--- config.mk ---
export PLATFORM = sky130hd
export DESIGN_NAME = isa_cycle_seq
export DESIGN_NICKNAME = d
export VERILOG_FILES = /design/src/rtl/seqr_pkg.sv /design/src/rtl/seqr_decode.sv /design/src/rtl/seqr_regs.sv /design/src/rtl/seqr_busgen.sv /design/src/rtl/isa_cycle_seq.sv
export SDC_FILE = /design/constraint.sdc
export NUM_CORES = 1
export LEC_CHECK = 0
export CORE_MARGIN = 3
export CORE_UTILIZATION = 40
export DETAILED_ROUTE_END_ITERATION = 16
export PLACE_DENSITY = 0.68
export SLEW_MARGIN = 15
export SYNTH_ARGS = -nofsm -noshare
export SYNTH_HDL_FRONTEND = slang
export SYNTH_SLANG_ARGS = --single-unit
export TNS_END_PERCENT = 100
--- constraint.sdc ---
create_clock -name clk -period 2.6 [get_ports clk]
set_input_delay 0.26 -clock clk [delete_from_list [all_inputs] [get_ports clk]]
set_output_delay 0.26 -clock clk [all_outputs]
set_load 0.005 [all_outputs]
--- src/rtl/seqr_pkg.sv ---
package seqr_pkg;

    localparam int DW = 8;
    localparam int AW = 2 * DW;
    localparam int NB = AW / DW;

    typedef enum logic [2:0] {
        BC_FETCH = 3'd0,
        BC_MRD   = 3'd1,
        BC_MWR   = 3'd2,
        BC_IORD  = 3'd3,
        BC_IOWR  = 3'd4
    } bus_kind_e;

    typedef enum logic [1:0] {
        ST_IDLE,
        ST_FETCH,
        ST_OPND,
        ST_XFER
    } step_e;

    localparam logic [DW-1:0] OPC_COPY_AB  = 8'h78;
    localparam logic [DW-1:0] OPC_IMM_B    = 8'h06;
    localparam logic [DW-1:0] OPC_PORT_IN  = 8'hDB;
    localparam logic [DW-1:0] OPC_PORT_OUT = 8'hD3;
    localparam logic [DW-1:0] OPC_LOAD_A   = 8'h3A;
    localparam logic [DW-1:0] OPC_STORE_A  = 8'h32;

    typedef struct packed {
        logic [1:0] n_opnd;
        logic       copy_ab;
        logic       imm_to_b;
        logic       has_xfer;
        bus_kind_e  xkind;
        logic       load_acc;
    } plan_t;

    function automatic plan_t decode_op(input logic [DW-1:0] op);
        plan_t p;
        p = '0;
        p.xkind = BC_FETCH;
        case (op)
            OPC_COPY_AB:  p.copy_ab = 1'b1;
            OPC_IMM_B: begin
                p.n_opnd   = 2'd1;
                p.imm_to_b = 1'b1;
            end
            OPC_PORT_IN: begin
                p.n_opnd   = 2'd1;
                p.has_xfer = 1'b1;
                p.xkind    = BC_IORD;
                p.load_acc = 1'b1;
            end
            OPC_PORT_OUT: begin
                p.n_opnd   = 2'd1;
                p.has_xfer = 1'b1;
                p.xkind    = BC_IOWR;
            end
            OPC_LOAD_A: begin
                p.n_opnd   = 2'd2;
                p.has_xfer = 1'b1;
                p.xkind    = BC_MRD;
                p.load_acc = 1'b1;
            end
            OPC_STORE_A: begin
                p.n_opnd   = 2'd2;
                p.has_xfer = 1'b1;
                p.xkind    = BC_MWR;
            end
            default: p = p;
        endcase
        return p;
    endfunction

endpackage

--- src/rtl/seqr_decode.sv ---
module seqr_decode
    import seqr_pkg::*;
(
    input  logic [DW-1:0] op,
    output plan_t         plan
);
    always_comb plan = decode_op(op);
endmodule

--- src/rtl/seqr_regs.sv ---
module seqr_regs
    import seqr_pkg::*;
#(
    parameter logic [AW-1:0] RESET_PC = '0
) (
    input  logic          clk,
    input  logic          rst,
    input  logic          pc_inc,
    input  logic          acc_ld,
    input  logic [DW-1:0] acc_d,
    input  logic          b_ld,
    input  logic [DW-1:0] b_d,
    input  logic [NB-1:0] tmp_ld,
    input  logic [DW-1:0] tmp_d,
    output logic [AW-1:0] pc,
    output logic [DW-1:0] acc,
    output logic [DW-1:0] breg,
    output logic [AW-1:0] taddr
);
    always_ff @(posedge clk) begin
        if (rst) begin
            pc   <= RESET_PC;
            acc  <= '0;
            breg <= '0;
        end else begin
            if (pc_inc) pc <= pc + 1'b1;
            if (acc_ld) acc <= acc_d;
            if (b_ld)   breg <= b_d;
        end
    end

    for (genvar i = 0; i < NB; i++) begin : g_lane
        always_ff @(posedge clk) begin
            if (rst)            taddr[i*DW +: DW] <= '0;
            else if (tmp_ld[i]) taddr[i*DW +: DW] <= tmp_d;
        end
    end
endmodule

--- src/rtl/seqr_busgen.sv ---
module seqr_busgen
    import seqr_pkg::*;
(
    input  step_e         step,
    input  bus_kind_e     xkind,
    input  logic [AW-1:0] pc,
    input  logic [AW-1:0] taddr,
    input  logic [DW-1:0] acc,
    output logic          req,
    output bus_kind_e     kind,
    output logic [AW-1:0] addr,
    output logic [DW-1:0] wdata
);
    always_comb begin
        req   = (step != ST_IDLE);
        kind  = BC_FETCH;
        addr  = pc;
        wdata = acc;
        case (step)
            ST_OPND: kind = BC_MRD;
            ST_XFER: begin
                kind = xkind;
                if (xkind == BC_IORD || xkind == BC_IOWR)
                    addr = AW'(taddr[DW-1:0]);
                else
                    addr = taddr;
            end
            default: kind = BC_FETCH;
        endcase
    end
endmodule

--- src/rtl/isa_cycle_seq.sv ---
module isa_cycle_seq
    import seqr_pkg::*;
#(
    parameter logic [15:0] RESET_PC = 16'h0000
) (
    input  logic        clk,
    input  logic        rst,
    output logic        cyc_req,
    output logic [2:0]  cyc_kind,
    output logic [15:0] cyc_addr,
    output logic [7:0]  cyc_wdata,
    input  logic        cyc_done,
    input  logic [7:0]  cyc_rdata,
    output logic [15:0] pc_q,
    output logic [7:0]  acc_q,
    output logic [7:0]  b_q
);
    step_e         step;
    logic          idx;
    logic [DW-1:0] op_q;
    logic [DW-1:0] dec_in;
    plan_t         plan;
    bus_kind_e     kind;
    logic [AW-1:0] taddr;
    logic          hs;
    logic          pc_inc, acc_ld, b_ld;
    logic [DW-1:0] acc_d;
    logic [NB-1:0] tmp_ld;

    // Decode the byte arriving during a fetch; otherwise the held opcode.
    assign dec_in = (step == ST_FETCH) ? cyc_rdata : op_q;

    seqr_decode u_dec (.op(dec_in), .plan(plan));

    seqr_busgen u_bus (
        .step(step), .xkind(plan.xkind), .pc(pc_q), .taddr(taddr), .acc(acc_q),
        .req(cyc_req), .kind(kind), .addr(cyc_addr), .wdata(cyc_wdata)
    );
    assign cyc_kind = kind;

    assign hs     = cyc_req & cyc_done;
    assign pc_inc = hs & (step == ST_FETCH || step == ST_OPND);
    assign acc_ld = hs & ((step == ST_FETCH && plan.copy_ab) ||
                          (step == ST_XFER && plan.load_acc));
    assign acc_d  = (step == ST_FETCH) ? b_q : cyc_rdata;
    assign b_ld   = hs & (step == ST_OPND) & plan.imm_to_b;
    assign tmp_ld = {hs & (step == ST_OPND) & idx, hs & (step == ST_OPND) & ~idx};

    seqr_regs #(.RESET_PC(RESET_PC)) u_regs (
        .clk(clk), .rst(rst), .pc_inc(pc_inc),
        .acc_ld(acc_ld), .acc_d(acc_d), .b_ld(b_ld), .b_d(cyc_rdata),
        .tmp_ld(tmp_ld), .tmp_d(cyc_rdata),
        .pc(pc_q), .acc(acc_q), .breg(b_q), .taddr(taddr)
    );

    always_ff @(posedge clk) begin
        if (rst) begin
            step <= ST_IDLE;
            idx  <= 1'b0;
            op_q <= '0;
        end else begin
            case (step)
                ST_IDLE: step <= ST_FETCH;
                ST_FETCH: if (hs) begin
                    op_q <= cyc_rdata;
                    idx  <= 1'b0;
                    step <= (plan.n_opnd != 2'd0) ? ST_OPND : ST_FETCH;
                end
                ST_OPND: if (hs) begin
                    if (!idx && plan.n_opnd == 2'd2) idx <= 1'b1;
                    else step <= plan.has_xfer ? ST_XFER : ST_FETCH;
                end
                ST_XFER: if (hs) step <= ST_FETCH;
                default: step <= ST_IDLE;
            endcase
        end
    end

    // an outstanding request holds still until it completes
    a_r10_req_held: assert property (@(posedge clk) disable iff (rst)
        cyc_req && !cyc_done |=> cyc_req && $stable(cyc_kind) && $stable(cyc_addr));

    // registers only move on a completed transaction
    a_r10_regs_quiet: assert property (@(posedge clk) disable iff (rst)
        !(cyc_req && cyc_done) |=> $stable(acc_q) && $stable(b_q) && $stable(pc_q));

    // each completed fetch or operand read advances the program counter by one
    a_r2_pc_step: assert property (@(posedge clk) disable iff (rst)
        cyc_req && cyc_done && (step == ST_FETCH || step == ST_OPND)
        |=> pc_q == $past(pc_q) + 16'd1);

    // a finished transfer is always followed by an opcode fetch at pc
    a_r2_fetch_next: assert property (@(posedge clk) disable iff (rst)
        cyc_req && cyc_done && step == ST_XFER
        |=> cyc_kind == 3'd0 && cyc_addr == pc_q);

    // write transactions carry the accumulator
    a_r8_wdata_acc: assert property (@(posedge clk) disable iff (rst)
        cyc_req && (cyc_kind == 3'd2 || cyc_kind == 3'd4) |-> cyc_wdata == acc_q);

    // port addresses have a zero upper byte
    a_r5_io_upper_zero: assert property (@(posedge clk) disable iff (rst)
        cyc_req && (cyc_kind == 3'd3 || cyc_kind == 3'd4) |-> cyc_addr[15:8] == 8'h00);

    // no request while reset holds
    a_r1_quiet_reset: assert property (@(posedge clk) rst |=> !cyc_req);
endmodule

==> results of run 1 <==
-- critical path: stages, from the launching register on --
cell,delay [ns]
dfxtp_2,0.33
inv_1,0.05
ha_2,0.17
or2b_4,0.25
or3_4,0.38
buf_6,0.14
o22ai_4,0.13
buf_6,0.14
buf_4,0.10
o22ai_1,0.08
buf_2,0.14
-- per-layer routing --
| metal | track usage [%] | up-vias | wire length, um |
|---|---|---|---|
| met2 | 31.3 | 82 | 3930 |
| met1 | 26.4 | 1348 | 3870 |
| met5 | 0 | - | 0 |
| li1 | - | 1413 | - |
| met4 | 7.46 | 0 | 140 |
| met3 | 5.39 | 13 | 549 |
-- power by group through the flow --
stage	combinational (mW)	clock [mW]	sequential (mW)
floorplan	0.131	0	0.939
global placement	0.209	0	0.940
detailed placement	0.210	0	0.941
CTS	0.219	0.710	0.921
global route	0.239	0.753	0.922
finish	0.221	0.696	0.921
-- cell type report --
type	count	area, um^2	share of cell area [%]
Tap cell	99	124	2.96
Multi-Input combinational cell	257	1730	41.3
Timing Repair Buffer	103	937	22.4
Clock buffer	13	139	3.32
Sequential cell	59	1180	28.3
Inverter	16	60.1	1.43
Clock inverter	3	15.0	0.359
-- sequential cells by signal, summed over array words and instances, names as in the netlist --
name          count
u_regs.pc        16
u_regs.taddr     16
u_regs.breg       8
step              2
idx               1
u_regs.acc        8
op_q              8
-- final timing paths --
path | from | to | depth (start not counted)
max reg2reg | step[1] | u_regs.acc[7] | 8
max | step[1] | cyc_addr[13] | 10
min reg2reg | u_regs.taddr[1] | u_regs.taddr[1] | 2
min | rst | op_q[7] | 2
-- through the flow --
step                      setup TNS (ns)  util [%]  cell area (um^2)  hold WS [ns]
after global routing            -0.00376      57.1              4190         0.386
after CTS                              0      57.0              4180         0.366
after detailed placement          -0.167      53.8              3940         0.447
after floorplan                        0         -              3070         0.396
final                                  0      57.1              4190         0.374
after global placement           -0.0411      53.8              3940         0.443
-- cells in the mapped netlist (all sizes together) --
cell	n
a221oi	1
nor2b	1
mux2	8
o21a	9
xnor2	8
nand3	9
or4	1
mux2i	24
nand2b	2
o211a	1
or2b	1
or4b	3
nor4b	1
dfxtp	59
and4	3
a21o	1
or3	8
o22ai	10
nor3	2
nand2	49
nor3b	2
nor2	45
clkbuf	15
and3b	1
nand4	4
and2	2
ha	5
clkinv	1
buf	12
and4b	1
o32a	2
a311oi	1
o211ai	1
xor2	5
o21ai	4
a21oi	22
nor4	2
inv	15
a31oi	1
nand3b	1
a31o	9
o31ai	2
and3	4
or2	1
-- cells by family after synthesis --
logic type,after synthesis,synth area share [%]
compound gates,64,14.8
flops,59,38.5
xor+xnor,13,3.71
simple gates,143,23.0
fa+ha+maj,5,2.04
buf+inv,43,7.18
mux,32,10.8
-- repair_timing --
item | CTS | global route
cloned | 1 | 0
pin swaps | 3 | 1
resized for setup | 47 | 2
buffers inserted | 4 | 1
endpoints found under the setup margin | 11 | 9
==> impl_metrics.toml, run 1 <==
[drt]
via_per_inst = 5.19
wl_um = 8490
drtAntennaViolNets = 0
dr.pass1.iters = 4
first_iter_violations = 186
wl_per_cell_um = 15.4
drc = 0
via_count = 2856

[run]
drv_cap = 0

[cts]
cts_max_path_buffers = 2
numCtsBuffers = 9
cts_tree = "yes"
htree_levels = 3
path_clk_slew_ns = 0.06
cts-hold-fix-buffers = 0
ctsRootBufferMaster = "clkbuf_8"
insertion_delay_ns = 0.34
cts_sinks = 59

[grt]
antenna_found_initial = 0
grt_max_degree = 33
grt_pass1_vias = 2815
grtUsageTotal_pct = 20.0
grt_pass1_wl_um = 13700
grt.overflow.total = 0

[setup_path]
cp_max_fo = 4
start_kind = "flop"
worstPathArrival_ns = 2.25
r2r_setup_slack_ns = 0.36
worstSetupPathType = "reg2out"
worstPathRequired_ns = 2.34
end_kind = "output pin"

[floorplan]
core_um2 = 7330
die_area_um2 = 8750
ioPinCount = 71
die_w_um = 93.6
num_rows = 31
start_util_pct = 41.8
die_y_um = 93.6

[layout]
n_antenna_cell = 0
layoutNonFillerInstCount = 550
areaGrowthSynthToFinish_pct = 36.5
nets = 462
fillers = 651
final_cell_mix = "58 x dfxtp_1, 58 x clkdlybuf4s50_1, 49 x nand2_1"
drive_gt1_share_pct = 20.0

[logic_synthesis]
synth_area_um2 = 3070
postSynthAreaPerCell_um2 = 8.54
synth_area_leader_cell = "dfxtp_1"
synth_top_area_share_pct = 38.5
postSynthCellCount = 359
ys_warn_count = 0
synth_area_leaders = "dfxtp_1 39%, mux2i_1 7.8%, nand2_1 6.0%"
ys_seq_elements = 59
yosys.cell_types.count = 55
yosysSeqAreaShare_pct = 38.5
synth_fp_nets = 375

[sta]
layout_min_cycle_time_ns = 2.51
fin_worst_skew_ns = 0.00678
worst_slack_ns = 0.0856
fin_crit_sh_pct = 96.7
setup_viol = 0
slew_viol_final = 0
clock.fmax_ghz = 0.398
slew_headroom_pct = 65.8
worst_slew_pin_slew_ns = 0.513
hold_violations = 0

[min_path]
hold_class = "in2reg"

[placement]
io_buffers = 70
gp_congestion = 0.898
place_hpwl_um = 5890
dp_cells = 528
preCtsSetupSlack_ns = -0.0436

[power]
power.density_nw_per_um2 = 439
design_power_total_mw = 1.84
seq_power_share_pct = 50.1
comb_power_share_pct = 12.0
intPower_mw = 1.35
power_leakage_nw = 1.61
switchingPower_uw = 485
switching_share_pct = 26.4
power_frac_clock_pct = 37.9
peakVddDrop_mv = 0.248

[run_status]
status = "finished clean"
Note: power is estimated with default switching activity, not from simulation.
==> inputs of run 2 (changes only) <==
Settings changed: CORE_MARGIN 3 to unset, CTS_CLUSTER_SIZE set to 40.
==> impl_metrics.toml, run 2 (synthesized netlist as in run 1, its figures left out) <==
[sta]
fin_crit_sh_pct = 97.3
hold_violations = 0
fin_worst_skew_ns = 0.00935
slew_headroom_pct = 56.7
whs_ns = 0.423
slew_viol_final = 0
layout_min_cycle_time_ns = 2.53
clock.fmax_ghz = 0.395
worst_slew_pin_slew_ns = 0.650
setup_viol = 0
rsz0062_at_grt = "false"
finalSetupTns_ns = 0

[setup_path]
start_kind = "flop"
slowest_stage = "or3_4"
r2r_setup_slack_ns = 0.32
worstPathRequired_ns = 2.34
ff2ff_path_depth = 8
end_kind = "output pin"
worstPathArrival_ns = 2.27
crit_chain = "inv_1, ha_1, or2b_4, or3_4, o22ai_4, buf_4, o22ai_1, dlygate4sd2_1"
slowest_delay_ns = 0.40
cp_max_fo = 4
r2r_end = "u_regs.acc[4]"
r2r-start = "step[1]"
worstSetupPathType = "reg2out"

[grt]
grt_pass1_wl_um = 13200
antenna_found_initial = 0
grtUsageTotal_pct = 22.0
grt_max_degree = 37
grt_pass1_vias = 2734
grt.overflow.total = 0

[floorplan]
num_rows = 31
die_area_um2 = 8020
die_w_um = 89.6
core_um2 = 7330
die_y_um = 89.6
ioPinCount = 71
start_util_pct = 41.8

[placement]
gp_congestion = 0.855
io_buffers = 70
place_hpwl_um = 5820

[min_path]
worst_hold_path.endpoint = "u_regs.breg[3]"
hp-start = "rst"
whs_path_depth = 2
hold_class = "in2reg"

[cts]
cts_max_path_buffers = 2
htree_levels = 3
cts_tree = "yes"
cts_sinks = 59
path_clk_slew_ns = 0.07
cts-hold-fix-buffers = 0
cts_setup_buffers = 0
numCtsBuffers = 9
ctsRootBufferMaster = "clkbuf_8"
insertion_delay_ns = 0.35

[drt]
drc = 0
wl_per_cell_um = 15.3
via_count = 2809
via_per_inst = 5.17
wl_um = 8310
dr.pass1.iters = 5
drtAntennaViolNets = 0
first_iter_violations = 190

[power]
intPower_mw = 1.67
comb_power_share_pct = 9.7
peakVddDrop_mv = 0.255
design_power_total_mw = 2.19
power_frac_clock_pct = 48.3
switching_share_pct = 23.9
switchingPower_uw = 524
power_leakage_nw = 1.63
power.density_nw_per_um2 = 520
seq_power_share_pct = 42.0

[layout]
top_regs = "u_regs.pc: 16 flops, u_regs.taddr: 16 flops"
nets = 455
utilization_pct = 57.5
n_antenna_cell = 0
final_cell_mix = "58 x dfxtp_1, 58 x clkdlybuf4s50_1, 49 x nand2_1"
areaGrowthSynthToFinish_pct = 37.5
drive_gt1_share_pct = 17.8

[run]
drv_cap = 0

[run_status]
status = "finished clean"
==> run 2: changes by cell type in the layout (fill, tap and decap cells not counted), moves of 2 or more <==
cell,change
clkbuf_1,-4
bufinv_16,+3
clkinv_2,-2
dlygate4sd2_1,+7
buf_6,-3
buf_2,-6
clkdlybuf4s15_1,-2
buf_4,-4
==> run 2: critical path: cells and delay by family, from the launching register on <==
family / cells / cell delay, ns
simple gates: 2 / 0.66
buf+inv: 3 / 0.49
flops: 1 / 0.33
compound gates: 2 / 0.25
fa+ha+maj: 1 / 0.19
==> run 2: how the worst max path moves through the flow <==
stage	to	from	depth (start not counted)	slack [ns]
final	cyc_addr[14]	step[1]	8	0.07
after global routing	cyc_kind[1]	step[1]	8	0.01
after CTS	cyc_addr[13]	step[1]	8	0.004
after detailed placement	cyc_kind[1]	cyc_rdata[0]	6	0.03
after global placement	cyc_kind[1]	cyc_rdata[0]	6	0.03
after floorplan	u_regs.acc[0]	step[1]	7	0.30
==> run 2: cell type report <==
cell class,count,area (um^2)
fillers,673,3110
multi-input cells,257,1710
flip-flops and latches,59,1180
repair buffers,96,896
clock buffers,10,138
well taps,99,124
clock inverters,6,111
inverters,16,60.1
==> run 2: layer usage <==
| layer | vias up | global-route usage [%] | wire (um) |
|---|---|---|---|
| met5 | - | 0 | 0 |
| met2 | 82 | 34.5 | 3840 |
| li1 | 1394 | - | - |
| met3 | 10 | 4.06 | 459 |
| met4 | 0 | 9.38 | 128 |
| met1 | 1323 | 29.5 | 3880 |
==> run 2: repair_timing <==
item | CTS | global route
setup endpoints to repair | 11 | 10
gates resized for setup | 18 | 6
pin swaps | 1 | 1
gates cloned | 0 | 1
==> run 2: per-stage QoR <==
step                cell area [um^2]  setup slack (ns)  instances
CTS                             4190           0.00401        542
global placement                3930            0.0335        526
floorplan                       3070             0.296        359
detailed placement              3930            0.0266        526
finish                          4220            0.0707        543
global route                    4220            0.0108        543
==> run 2: power groups by stage <==
stage	Combinational, mW	Sequential, mW	Clock [mW]
3_3_place_gp	0.205	0.941	0
5_1_grt	0.231	0.922	1.12
2_1_floorplan	0.131	0.939	0
3_5_place_dp	0.207	0.941	0
4_1_cts	0.209	0.920	1.07
6_report	0.213	0.921	1.06
